==> config.mk <==
export PLATFORM = sky130hd
export DESIGN_NAME = upd_snoop_cache
export DESIGN_NICKNAME = d
export VERILOG_FILES = /design/src/rtl/usc_pkg.sv /design/src/rtl/usc_line_store.sv /design/src/rtl/usc_snoop.sv /design/src/rtl/usc_ctrl.sv /design/src/rtl/upd_snoop_cache.sv
export SDC_FILE = /design/constraint.sdc
export NUM_CORES = 2
export LEC_CHECK = 0
export BUFFER_PORTS_ARGS = -buffer_cell sky130_fd_sc_hd__buf_2
export CORE_MARGIN = 1.5
export CORE_UTILIZATION = 50
export CTS_BUF_LIST = sky130_fd_sc_hd__clkbuf_8 sky130_fd_sc_hd__clkbuf_16
export DETAILED_ROUTE_END_ITERATION = 10
export PLACE_DENSITY_LB_ADDON = 0.05
export SLEW_MARGIN = 40
export SYNTH_ARGS = -nofsm -noshare
export SYNTH_HDL_FRONTEND = slang
export SYNTH_SLANG_ARGS = --single-unit
==> constraint.sdc <==
create_clock -name clk -period 10.7 [get_ports clk]
set_input_delay 1.07 -clock clk [delete_from_list [all_inputs] [get_ports clk]]
set_output_delay 1.07 -clock clk [all_outputs]
set_load 0.005 [all_outputs]
==> src/rtl/usc_pkg.sv <==
package usc_pkg;
  typedef enum logic [1:0] {
    LS_EXCL   = 2'd0,
    LS_SHARED = 2'd1,
    LS_DIRTY  = 2'd2
  } line_st_e;

  typedef enum logic [1:0] {
    BC_NONE  = 2'd0,
    BC_READ  = 2'd1,
    BC_WRTHR = 2'd2,
    BC_WRBK  = 2'd3
  } bus_cmd_e;
endpackage

==> src/rtl/usc_line_store.sv <==
module usc_line_store
  import usc_pkg::*;
#(
  parameter int IDX_W  = 4,
  parameter int TAG_W  = 12,
  parameter int DATA_W = 32
) (
  input  logic              clk,
  input  logic              rst,
  input  logic [IDX_W-1:0]  a_idx,
  output logic              a_valid,
  output logic [TAG_W-1:0]  a_tag,
  output line_st_e          a_st,
  output logic [DATA_W-1:0] a_data,
  input  logic [IDX_W-1:0]  b_idx,
  output logic              b_valid,
  output logic [TAG_W-1:0]  b_tag,
  output line_st_e          b_st,
  output logic [DATA_W-1:0] b_data,
  input  logic              sw_en,
  input  logic              sw_den,
  input  line_st_e          sw_st,
  input  logic [DATA_W-1:0] sw_data,
  input  logic              cw_en,
  input  logic [TAG_W-1:0]  cw_tag,
  input  line_st_e          cw_st,
  input  logic [DATA_W-1:0] cw_data
);
  localparam int LINES = 1 << IDX_W;

  logic [LINES-1:0]  vld;
  logic [TAG_W-1:0]  tag_mem [LINES];
  line_st_e          st_mem  [LINES];
  logic [DATA_W-1:0] dat_mem [LINES];

  assign a_valid = vld[a_idx];
  assign a_tag   = tag_mem[a_idx];
  assign a_st    = st_mem[a_idx];
  assign a_data  = dat_mem[a_idx];
  assign b_valid = vld[b_idx];
  assign b_tag   = tag_mem[b_idx];
  assign b_st    = st_mem[b_idx];
  assign b_data  = dat_mem[b_idx];

  always_ff @(posedge clk) begin
    if (rst) vld <= '0;
    else if (cw_en) vld[a_idx] <= 1'b1;
  end

  always_ff @(posedge clk) begin
    if (cw_en) tag_mem[a_idx] <= cw_tag;
  end

  // snoop port first, processor port last: the later write wins on a clash
  always_ff @(posedge clk) begin
    if (sw_en) st_mem[b_idx] <= sw_st;
    if (cw_en) st_mem[a_idx] <= cw_st;
  end

  always_ff @(posedge clk) begin
    if (sw_den) dat_mem[b_idx] <= sw_data;
    if (cw_en)  dat_mem[a_idx] <= cw_data;
  end
endmodule

==> src/rtl/usc_snoop.sv <==
module usc_snoop
  import usc_pkg::*;
#(
  parameter int ADDR_W = 16,
  parameter int IDX_W  = 4,
  parameter int DATA_W = 32
) (
  input  logic                    clk,
  input  logic                    rst,
  input  logic                    snp_valid,
  input  logic [1:0]              snp_cmd,
  input  logic [ADDR_W-1:0]       snp_addr,
  input  logic [DATA_W-1:0]       snp_wdata,
  output logic [IDX_W-1:0]        look_idx,
  input  logic                    look_valid,
  input  logic [ADDR_W-IDX_W-1:0] look_tag,
  input  line_st_e                look_st,
  input  logic [DATA_W-1:0]       look_data,
  output logic                    sw_en,
  output logic                    sw_den,
  output line_st_e                sw_st,
  output logic [DATA_W-1:0]       sw_data,
  output logic                    snp_shared_out,
  output logic                    snp_supply,
  output logic                    snp_flush,
  output logic [DATA_W-1:0]       snp_rdata
);
  bus_cmd_e cmd;
  logic     tag_hit, claim, is_rd, is_wt;

  assign cmd      = bus_cmd_e'(snp_cmd);
  assign look_idx = snp_addr[IDX_W-1:0];
  assign tag_hit  = look_valid && (look_tag == snp_addr[ADDR_W-1:IDX_W]);
  assign is_rd    = (cmd == BC_READ);
  assign is_wt    = (cmd == BC_WRTHR);
  assign claim    = snp_valid && tag_hit && (is_rd || is_wt);

  assign sw_en   = claim;
  assign sw_den  = claim && is_wt;
  assign sw_st   = LS_SHARED;
  assign sw_data = snp_wdata;

  always_ff @(posedge clk) begin
    if (rst) begin
      snp_shared_out <= 1'b0;
      snp_supply     <= 1'b0;
      snp_flush      <= 1'b0;
      snp_rdata      <= '0;
    end else begin
      snp_shared_out <= claim;
      snp_supply     <= claim && is_rd;
      snp_flush      <= claim && is_rd && (look_st == LS_DIRTY);
      if (claim && is_rd) snp_rdata <= look_data;
    end
  end

  AST_FLUSH_NEEDS_SUPPLY: assert property (@(posedge clk) disable iff (rst)
    snp_flush |-> snp_supply);
  AST_SUPPLY_IMPLIES_SHARE: assert property (@(posedge clk) disable iff (rst)
    snp_supply |-> snp_shared_out);
  AST_SHARE_ONLY_AFTER_SNOOP: assert property (@(posedge clk) disable iff (rst)
    !$past(snp_valid) |-> !snp_shared_out);
endmodule

==> src/rtl/usc_ctrl.sv <==
module usc_ctrl
  import usc_pkg::*;
#(
  parameter int ADDR_W = 16,
  parameter int IDX_W  = 4,
  parameter int DATA_W = 32
) (
  input  logic                    clk,
  input  logic                    rst,
  input  logic                    cpu_req,
  input  logic                    cpu_we,
  input  logic [ADDR_W-1:0]       cpu_addr,
  input  logic [DATA_W-1:0]       cpu_wdata,
  output logic                    cpu_ready,
  output logic [DATA_W-1:0]       cpu_rdata,
  output logic                    mst_valid,
  output logic [1:0]              mst_cmd,
  output logic [ADDR_W-1:0]       mst_addr,
  output logic [DATA_W-1:0]       mst_wdata,
  input  logic [DATA_W-1:0]       mst_rdata,
  input  logic                    mst_shared,
  output logic [IDX_W-1:0]        look_idx,
  input  logic                    look_valid,
  input  logic [ADDR_W-IDX_W-1:0] look_tag,
  input  line_st_e                look_st,
  input  logic [DATA_W-1:0]       look_data,
  output logic                    cw_en,
  output logic [ADDR_W-IDX_W-1:0] cw_tag,
  output line_st_e                cw_st,
  output logic [DATA_W-1:0]       cw_data
);
  localparam int TAG_W = ADDR_W - IDX_W;

  typedef enum logic [1:0] {C_IDLE, C_ADDR, C_RESP} ctrl_st_e;

  ctrl_st_e         st;
  bus_cmd_e         op;
  logic [TAG_W-1:0] req_tag;
  logic             go, hit;

  assign look_idx = cpu_addr[IDX_W-1:0];
  assign req_tag  = cpu_addr[ADDR_W-1:IDX_W];
  assign go       = cpu_req && !cpu_ready;
  assign hit      = look_valid && (look_tag == req_tag);

  // line updates happen in the same edge as the decision
  always_comb begin
    cw_en   = 1'b0;
    cw_tag  = req_tag;
    cw_st   = look_st;
    cw_data = look_data;
    unique case (st)
      C_IDLE: begin
        if (go && hit && cpu_we && look_st != LS_SHARED) begin
          cw_en   = 1'b1;
          cw_st   = LS_DIRTY;
          cw_data = cpu_wdata;
        end
      end
      C_RESP: begin
        unique case (op)
          BC_READ: begin
            cw_en = 1'b1;
            if (mst_shared) begin
              cw_st   = LS_SHARED;
              cw_data = mst_rdata;
            end else if (cpu_we) begin
              cw_st   = LS_DIRTY;
              cw_data = cpu_wdata;
            end else begin
              cw_st   = LS_EXCL;
              cw_data = mst_rdata;
            end
          end
          BC_WRTHR: begin
            cw_en   = 1'b1;
            cw_st   = mst_shared ? LS_SHARED : LS_EXCL;
            cw_data = cpu_wdata;
          end
          BC_WRBK: begin
            cw_en  = 1'b1;
            cw_tag = look_tag;
            cw_st  = LS_EXCL;
          end
          default: ;
        endcase
      end
      default: ;
    endcase
  end

  always_ff @(posedge clk) begin
    if (rst) begin
      st        <= C_IDLE;
      op        <= BC_NONE;
      cpu_ready <= 1'b0;
      cpu_rdata <= '0;
      mst_valid <= 1'b0;
      mst_cmd   <= BC_NONE;
      mst_addr  <= '0;
      mst_wdata <= '0;
    end else begin
      cpu_ready <= 1'b0;
      mst_valid <= 1'b0;
      unique case (st)
        C_IDLE: begin
          if (go) begin
            if (hit) begin
              if (!cpu_we) begin
                cpu_rdata <= look_data;
                cpu_ready <= 1'b1;
              end else if (look_st == LS_SHARED) begin
                mst_valid <= 1'b1;
                mst_cmd   <= BC_WRTHR;
                mst_addr  <= cpu_addr;
                mst_wdata <= cpu_wdata;
                op        <= BC_WRTHR;
                st        <= C_ADDR;
              end else begin
                cpu_ready <= 1'b1;
              end
            end else if (look_valid && look_st == LS_DIRTY) begin
              mst_valid <= 1'b1;
              mst_cmd   <= BC_WRBK;
              mst_addr  <= {look_tag, look_idx};
              mst_wdata <= look_data;
              op        <= BC_WRBK;
              st        <= C_ADDR;
            end else begin
              mst_valid <= 1'b1;
              mst_cmd   <= BC_READ;
              mst_addr  <= cpu_addr;
              mst_wdata <= '0;
              op        <= BC_READ;
              st        <= C_ADDR;
            end
          end
        end
        C_ADDR: st <= C_RESP;
        C_RESP: begin
          unique case (op)
            BC_WRBK: begin
              mst_valid <= 1'b1;
              mst_cmd   <= BC_READ;
              mst_addr  <= cpu_addr;
              mst_wdata <= '0;
              op        <= BC_READ;
              st        <= C_ADDR;
            end
            BC_READ: begin
              if (cpu_we && mst_shared) begin
                mst_valid <= 1'b1;
                mst_cmd   <= BC_WRTHR;
                mst_addr  <= cpu_addr;
                mst_wdata <= cpu_wdata;
                op        <= BC_WRTHR;
                st        <= C_ADDR;
              end else begin
                if (!cpu_we) cpu_rdata <= mst_rdata;
                cpu_ready <= 1'b1;
                st        <= C_IDLE;
              end
            end
            default: begin
              cpu_ready <= 1'b1;
              st        <= C_IDLE;
            end
          endcase
        end
        default: st <= C_IDLE;
      endcase
    end
  end

  AST_READY_PULSE: assert property (@(posedge clk) disable iff (rst)
    cpu_ready |=> !cpu_ready);
  AST_READY_NOT_WITH_BUS: assert property (@(posedge clk) disable iff (rst)
    mst_valid |-> !cpu_ready);
  AST_ADDR_PHASE_SINGLE: assert property (@(posedge clk) disable iff (rst)
    mst_valid |=> !mst_valid);
  AST_WB_THEN_FILL: assert property (@(posedge clk) disable iff (rst)
    (mst_valid && mst_cmd == BC_WRBK) |-> ##2 (mst_valid && mst_cmd == BC_READ));
  AST_RDHIT_QUIET: assert property (@(posedge clk) disable iff (rst)
    (st == C_IDLE && go && hit && !cpu_we) |=> (cpu_ready && !mst_valid));
endmodule

==> src/rtl/upd_snoop_cache.sv <==
module upd_snoop_cache
  import usc_pkg::*;
#(
  parameter int ADDR_W = 16,
  parameter int IDX_W  = 4,
  parameter int DATA_W = 32
) (
  input  logic              clk,
  input  logic              rst,
  input  logic              cpu_req,
  input  logic              cpu_we,
  input  logic [ADDR_W-1:0] cpu_addr,
  input  logic [DATA_W-1:0] cpu_wdata,
  output logic              cpu_ready,
  output logic [DATA_W-1:0] cpu_rdata,
  output logic              mst_valid,
  output logic [1:0]        mst_cmd,
  output logic [ADDR_W-1:0] mst_addr,
  output logic [DATA_W-1:0] mst_wdata,
  input  logic [DATA_W-1:0] mst_rdata,
  input  logic              mst_shared,
  input  logic              snp_valid,
  input  logic [1:0]        snp_cmd,
  input  logic [ADDR_W-1:0] snp_addr,
  input  logic [DATA_W-1:0] snp_wdata,
  output logic              snp_shared_out,
  output logic              snp_supply,
  output logic              snp_flush,
  output logic [DATA_W-1:0] snp_rdata
);
  localparam int TAG_W = ADDR_W - IDX_W;

  logic [IDX_W-1:0]  a_idx, b_idx;
  logic              a_valid, b_valid;
  logic [TAG_W-1:0]  a_tag, b_tag;
  line_st_e          a_st, b_st;
  logic [DATA_W-1:0] a_data, b_data;
  logic              sw_en, sw_den, cw_en;
  line_st_e          sw_st, cw_st;
  logic [DATA_W-1:0] sw_data, cw_data;
  logic [TAG_W-1:0]  cw_tag;

  usc_line_store #(.IDX_W(IDX_W), .TAG_W(TAG_W), .DATA_W(DATA_W)) u_store (
    .clk(clk), .rst(rst),
    .a_idx(a_idx), .a_valid(a_valid), .a_tag(a_tag), .a_st(a_st), .a_data(a_data),
    .b_idx(b_idx), .b_valid(b_valid), .b_tag(b_tag), .b_st(b_st), .b_data(b_data),
    .sw_en(sw_en), .sw_den(sw_den), .sw_st(sw_st), .sw_data(sw_data),
    .cw_en(cw_en), .cw_tag(cw_tag), .cw_st(cw_st), .cw_data(cw_data)
  );

  usc_ctrl #(.ADDR_W(ADDR_W), .IDX_W(IDX_W), .DATA_W(DATA_W)) u_ctrl (
    .clk(clk), .rst(rst),
    .cpu_req(cpu_req), .cpu_we(cpu_we), .cpu_addr(cpu_addr), .cpu_wdata(cpu_wdata),
    .cpu_ready(cpu_ready), .cpu_rdata(cpu_rdata),
    .mst_valid(mst_valid), .mst_cmd(mst_cmd), .mst_addr(mst_addr), .mst_wdata(mst_wdata),
    .mst_rdata(mst_rdata), .mst_shared(mst_shared),
    .look_idx(a_idx), .look_valid(a_valid), .look_tag(a_tag), .look_st(a_st),
    .look_data(a_data),
    .cw_en(cw_en), .cw_tag(cw_tag), .cw_st(cw_st), .cw_data(cw_data)
  );

  usc_snoop #(.ADDR_W(ADDR_W), .IDX_W(IDX_W), .DATA_W(DATA_W)) u_snoop (
    .clk(clk), .rst(rst),
    .snp_valid(snp_valid), .snp_cmd(snp_cmd), .snp_addr(snp_addr), .snp_wdata(snp_wdata),
    .look_idx(b_idx), .look_valid(b_valid), .look_tag(b_tag), .look_st(b_st),
    .look_data(b_data),
    .sw_en(sw_en), .sw_den(sw_den), .sw_st(sw_st), .sw_data(sw_data),
    .snp_shared_out(snp_shared_out), .snp_supply(snp_supply), .snp_flush(snp_flush),
    .snp_rdata(snp_rdata)
  );
endmodule

==> summary.txt <==
Critical path
  – Critical Path Sink Type: flip-flop
  – Critical Path RT: 11.10 ns
  – Worst-path fanout max: 48
  – Kind of critical path: in -> reg
  – Critical path launch point type: input port
  – Crit path DAT: 7.52 ns

Clocking
  – Root buffer cell: clkbuf_16
  – Max clock buf depth: 3
  – CTS buffer count: 99
  – H-tree levels: 3
  – CTS hold repair buffers: 0
  – # Post-CTS Setup Buffers: 0
  – Clk Latency, worst-skew pair: 0.68 ns
  – CTS clock-pin slew for the worst setup and hold paths: 0.06 ns
  – CTS tree: done
  – Clock sinks: 873
  – Post-CTS sizing: 0

Yosys
  – Synth top area share: 46.5%
  – Synth cell types: 73
  – Avg Cell Area, Syn: 15.7 sq um
  – Yosys top cell by area: edfxtp_1
  – Number of enable flip-flop cells after synthesis: 736
  – Top cells by area, synth: edfxtp_1 (47%), mux4_2 (20%), mux2_2 (12%), dfxtp_1 (5.8%), mux2i_1 (2.0%)
  – Syn Nets: 3175
  – Register bit count reported by yosys: 873
  – Synth async-reset ratio: 0%
  – Primary FF master, synth: edfxtp_1
  – YS warnings: 0
  – Syn Inst Count: 3033
  – Mapped cell area: 47500 sq um
  – Register area share after synthesis: 52.3%

Power
  – Pint: 6020 uW
  – Clk pwr share: 42.6%
  – Comb power frac: 10.5%
  – Switching power: 1930 uW
  – Static leakage power: 0.0184 uW
  – Total power draw: 7940 uW
  – Reg power frac: 46.9%
  – Power density over cell area: 149 nW/um^2
  – Peak supply drop: 129 uV
  – Sw frac: 24.3%

Finish
  – Fillers: 7321
  – Share of cells above drive strength 1: 46.4%
  – Syn-to-layout area delta: 12.5%
  – # nets final: 3296
  – Fin cells: 4493
  – Final Cell Area: 53400 sq um

Placement
  – Dpl ws: 2.78 ns
  – GP Congestion: 0.874
  – I/O Buffers: 254
  – Placed cell count: 4306
  – Dpl cell area: 50200 sq um
  – Dpl hpwl: 98600 um

STA
  – Final worst slack: 3.58 ns
  – Slew headroom: 37.0%
  – Fin. Hold Viols: 0
  – RSZ-0062 raised after global routing: false
  – Clock Skew: 0.0260 ns
  – Slew @ Worst Pin: 0.944 ns
  – Fmax: 141 MHz
  – Final number of setup-violating endpoints: 0
  – Post-layout min period: 7.12 ns
  – Max Slew Vio Count: 0
  – Setup_tns: 0 ns
  – Period utilisation layout: 66.5%

Drt
  – TritonRoute pass-1 iters: 6
  – Wire per inst: 35.8 um
  – Antenna Nets Post-Route: 0
  – 1st-iter DRT viols: 4035
  – Final WL: 161000 um
  – Vias: 31400
  – Via density: 7.00
  – DRC violation count after routing: 0

Floorplanning
  – IO Pins: 255
  – Rows: 112
  – Die area: 96900 sq um
  – Core Footprint: 93700 sq um
  – Die Span Y: 311 um
  – Starting density of the core: 50.7%
  – Die Width: 311 um

Global routing
  – Largest net degree at the start of global routing: 79
  – Vias in the first global route: 31800
  – Initial antenna violation count: 7
  – Total grt overflow: 0
  – Total track usage: 33.0%
  – First-pass GRT wire length: 230000 um

Min path
  – HP Class: reg -> reg

Outcome
  – Status: complete, no violations

Flow run
  – Max-Cap Viols: 0
registers in the layout, summed over array words and instances, names as in the netlist, 2 cells and up:
signal             count
u_ctrl.mst_wdata      32
u_ctrl.st              2
u_snoop.snp_rdata     32
u_store.st_mem        32
u_ctrl.op              2
u_store.vld           16
u_ctrl.cpu_rdata      32
u_ctrl.mst_addr       16
u_store.tag_mem      192
u_store.dat_mem      512
path summary, 6_finish.rpt:
check	endpoint	slack (ns)	cells after the start	startpoint
max reg2reg	u_store.dat_mem[13][11]$_DFFE_PP_	4.83	12	u_store.tag_mem[9][11]$_DFFE_PP_
min	u_store.vld[10]$_SDFFE_PP0N_	0.46	2	u_store.vld[10]$_SDFFE_PP0N_
max	u_store.dat_mem[13][11]$_DFFE_PP_	3.58	14	cpu_addr[0]
min reg2reg	u_store.vld[10]$_SDFFE_PP0N_	0.46	2	u_store.vld[10]$_SDFFE_PP0N_
layout make-up:
class / count / area [sq um] / share of cell area, %
Inverter: 48 / 193 / 0.361
Clock buffer: 122 / 2840 / 5.31
Antenna cell: 1 / 2.50 / 0.00468
Sequential cell: 873 / 24800 / 46.5
Multi-Input combinational cell: 1796 / 21300 / 39.8
Tap cell: 1254 / 1570 / 2.94
Timing Repair Buffer: 336 / 2300 / 4.30
Clock inverter: 63 / 394 / 0.738
synthesized netlist by cell type, drive strengths merged, types with 4 or more instances:
library cell	number
a2111oi	4
ha	6
inv	46
mux4	426
xnor2	18
a22o	11
a311oi	34
nor2	75
or3	6
and2	6
a21oi	120
o21a	8
o22ai	5
o31ai	9
a211oi	9
nor3	12
mux2i	95
mux2	530
nand2	149
o21ai	76
buf	168
clkbuf	148
a221o	31
nand3b	6
and3	6
edfxtp	736
a22oi	40
nor2b	9
nand4	9
nor3b	8
o2111ai	4
nand3	23
a31o	4
nand2b	13
dfxtp	137
o311ai	5
a31oi	8
critical path: stages:
cell and delay [ns]:
buf_8 0.42, buf_6 0.62, nor2b_2 0.65, a22oi_1 0.23
a21oi_1 0.21, o2111ai_1 0.14, a2111oi_2 0.48, and4_2 0.65
buf_4 0.50, a21oi_1 0.25, or3_1 0.48, inv_2 0.57
buf_4 0.63, mux2_2 0.41
power groups by stage:
stage,clock network (uW),registers [uW],logic (uW)
floorplan,0,3790,553
global placement,0,3790,809
detailed placement,0,3790,825
CTS,3410,3720,830
global route,3540,3720,885
finish,3380,3720,838
stage by stage:
| stage | util (%) | hold slack (ns) |
|---|---|---|
| after detailed placement | 53.5 | 0.450 |
| after global placement | 53.0 | 0.444 |
| after floorplan | - | 0.432 |
| after CTS | 57.0 | 0.459 |
| final | 57.0 | 0.462 |
| after global routing | 57.0 | 0.482 |
layout by cell type, fill, tap and decap left out, drive strengths merged, types with 12 or more instances in the layout:
cell type,n
edfxtp,736
mux2,530
mux4,426
buf,335
nand2,149
dfxtp,137
clkbuf,123
a21oi,120
mux2i,95
o21ai,76
nor2,75
inv,75
a22oi,40
a311oi,34
a221o,31
clkinv,27
nand3,23
xnor2,18
nand2b,13
nor3,12
logic make-up after synthesis:
kind of cell | Yosys count | synth area share (%)
compound gates | 386 | 5.47
flops | 873 | 52.3
fa+ha+maj | 6 | 0.158
mux | 1051 | 34.8
buf+inv | 364 | 3.49
xor+xnor | 21 | 0.387
simple gates | 332 | 3.44
per-layer routing:
layer | GRT usage [%] | part of all wire [%] | up-vias
li1 | - | - | 12600
met1 | 45.4 | 40 | 16600
met2 | 52.9 | 48 | 1929
met3 | 6.72 | 9.5 | 295
met4 | 10.4 | 3.0 | 8
met5 | 0 | 0.026 | -
Power figures use the tool's default switching activity.
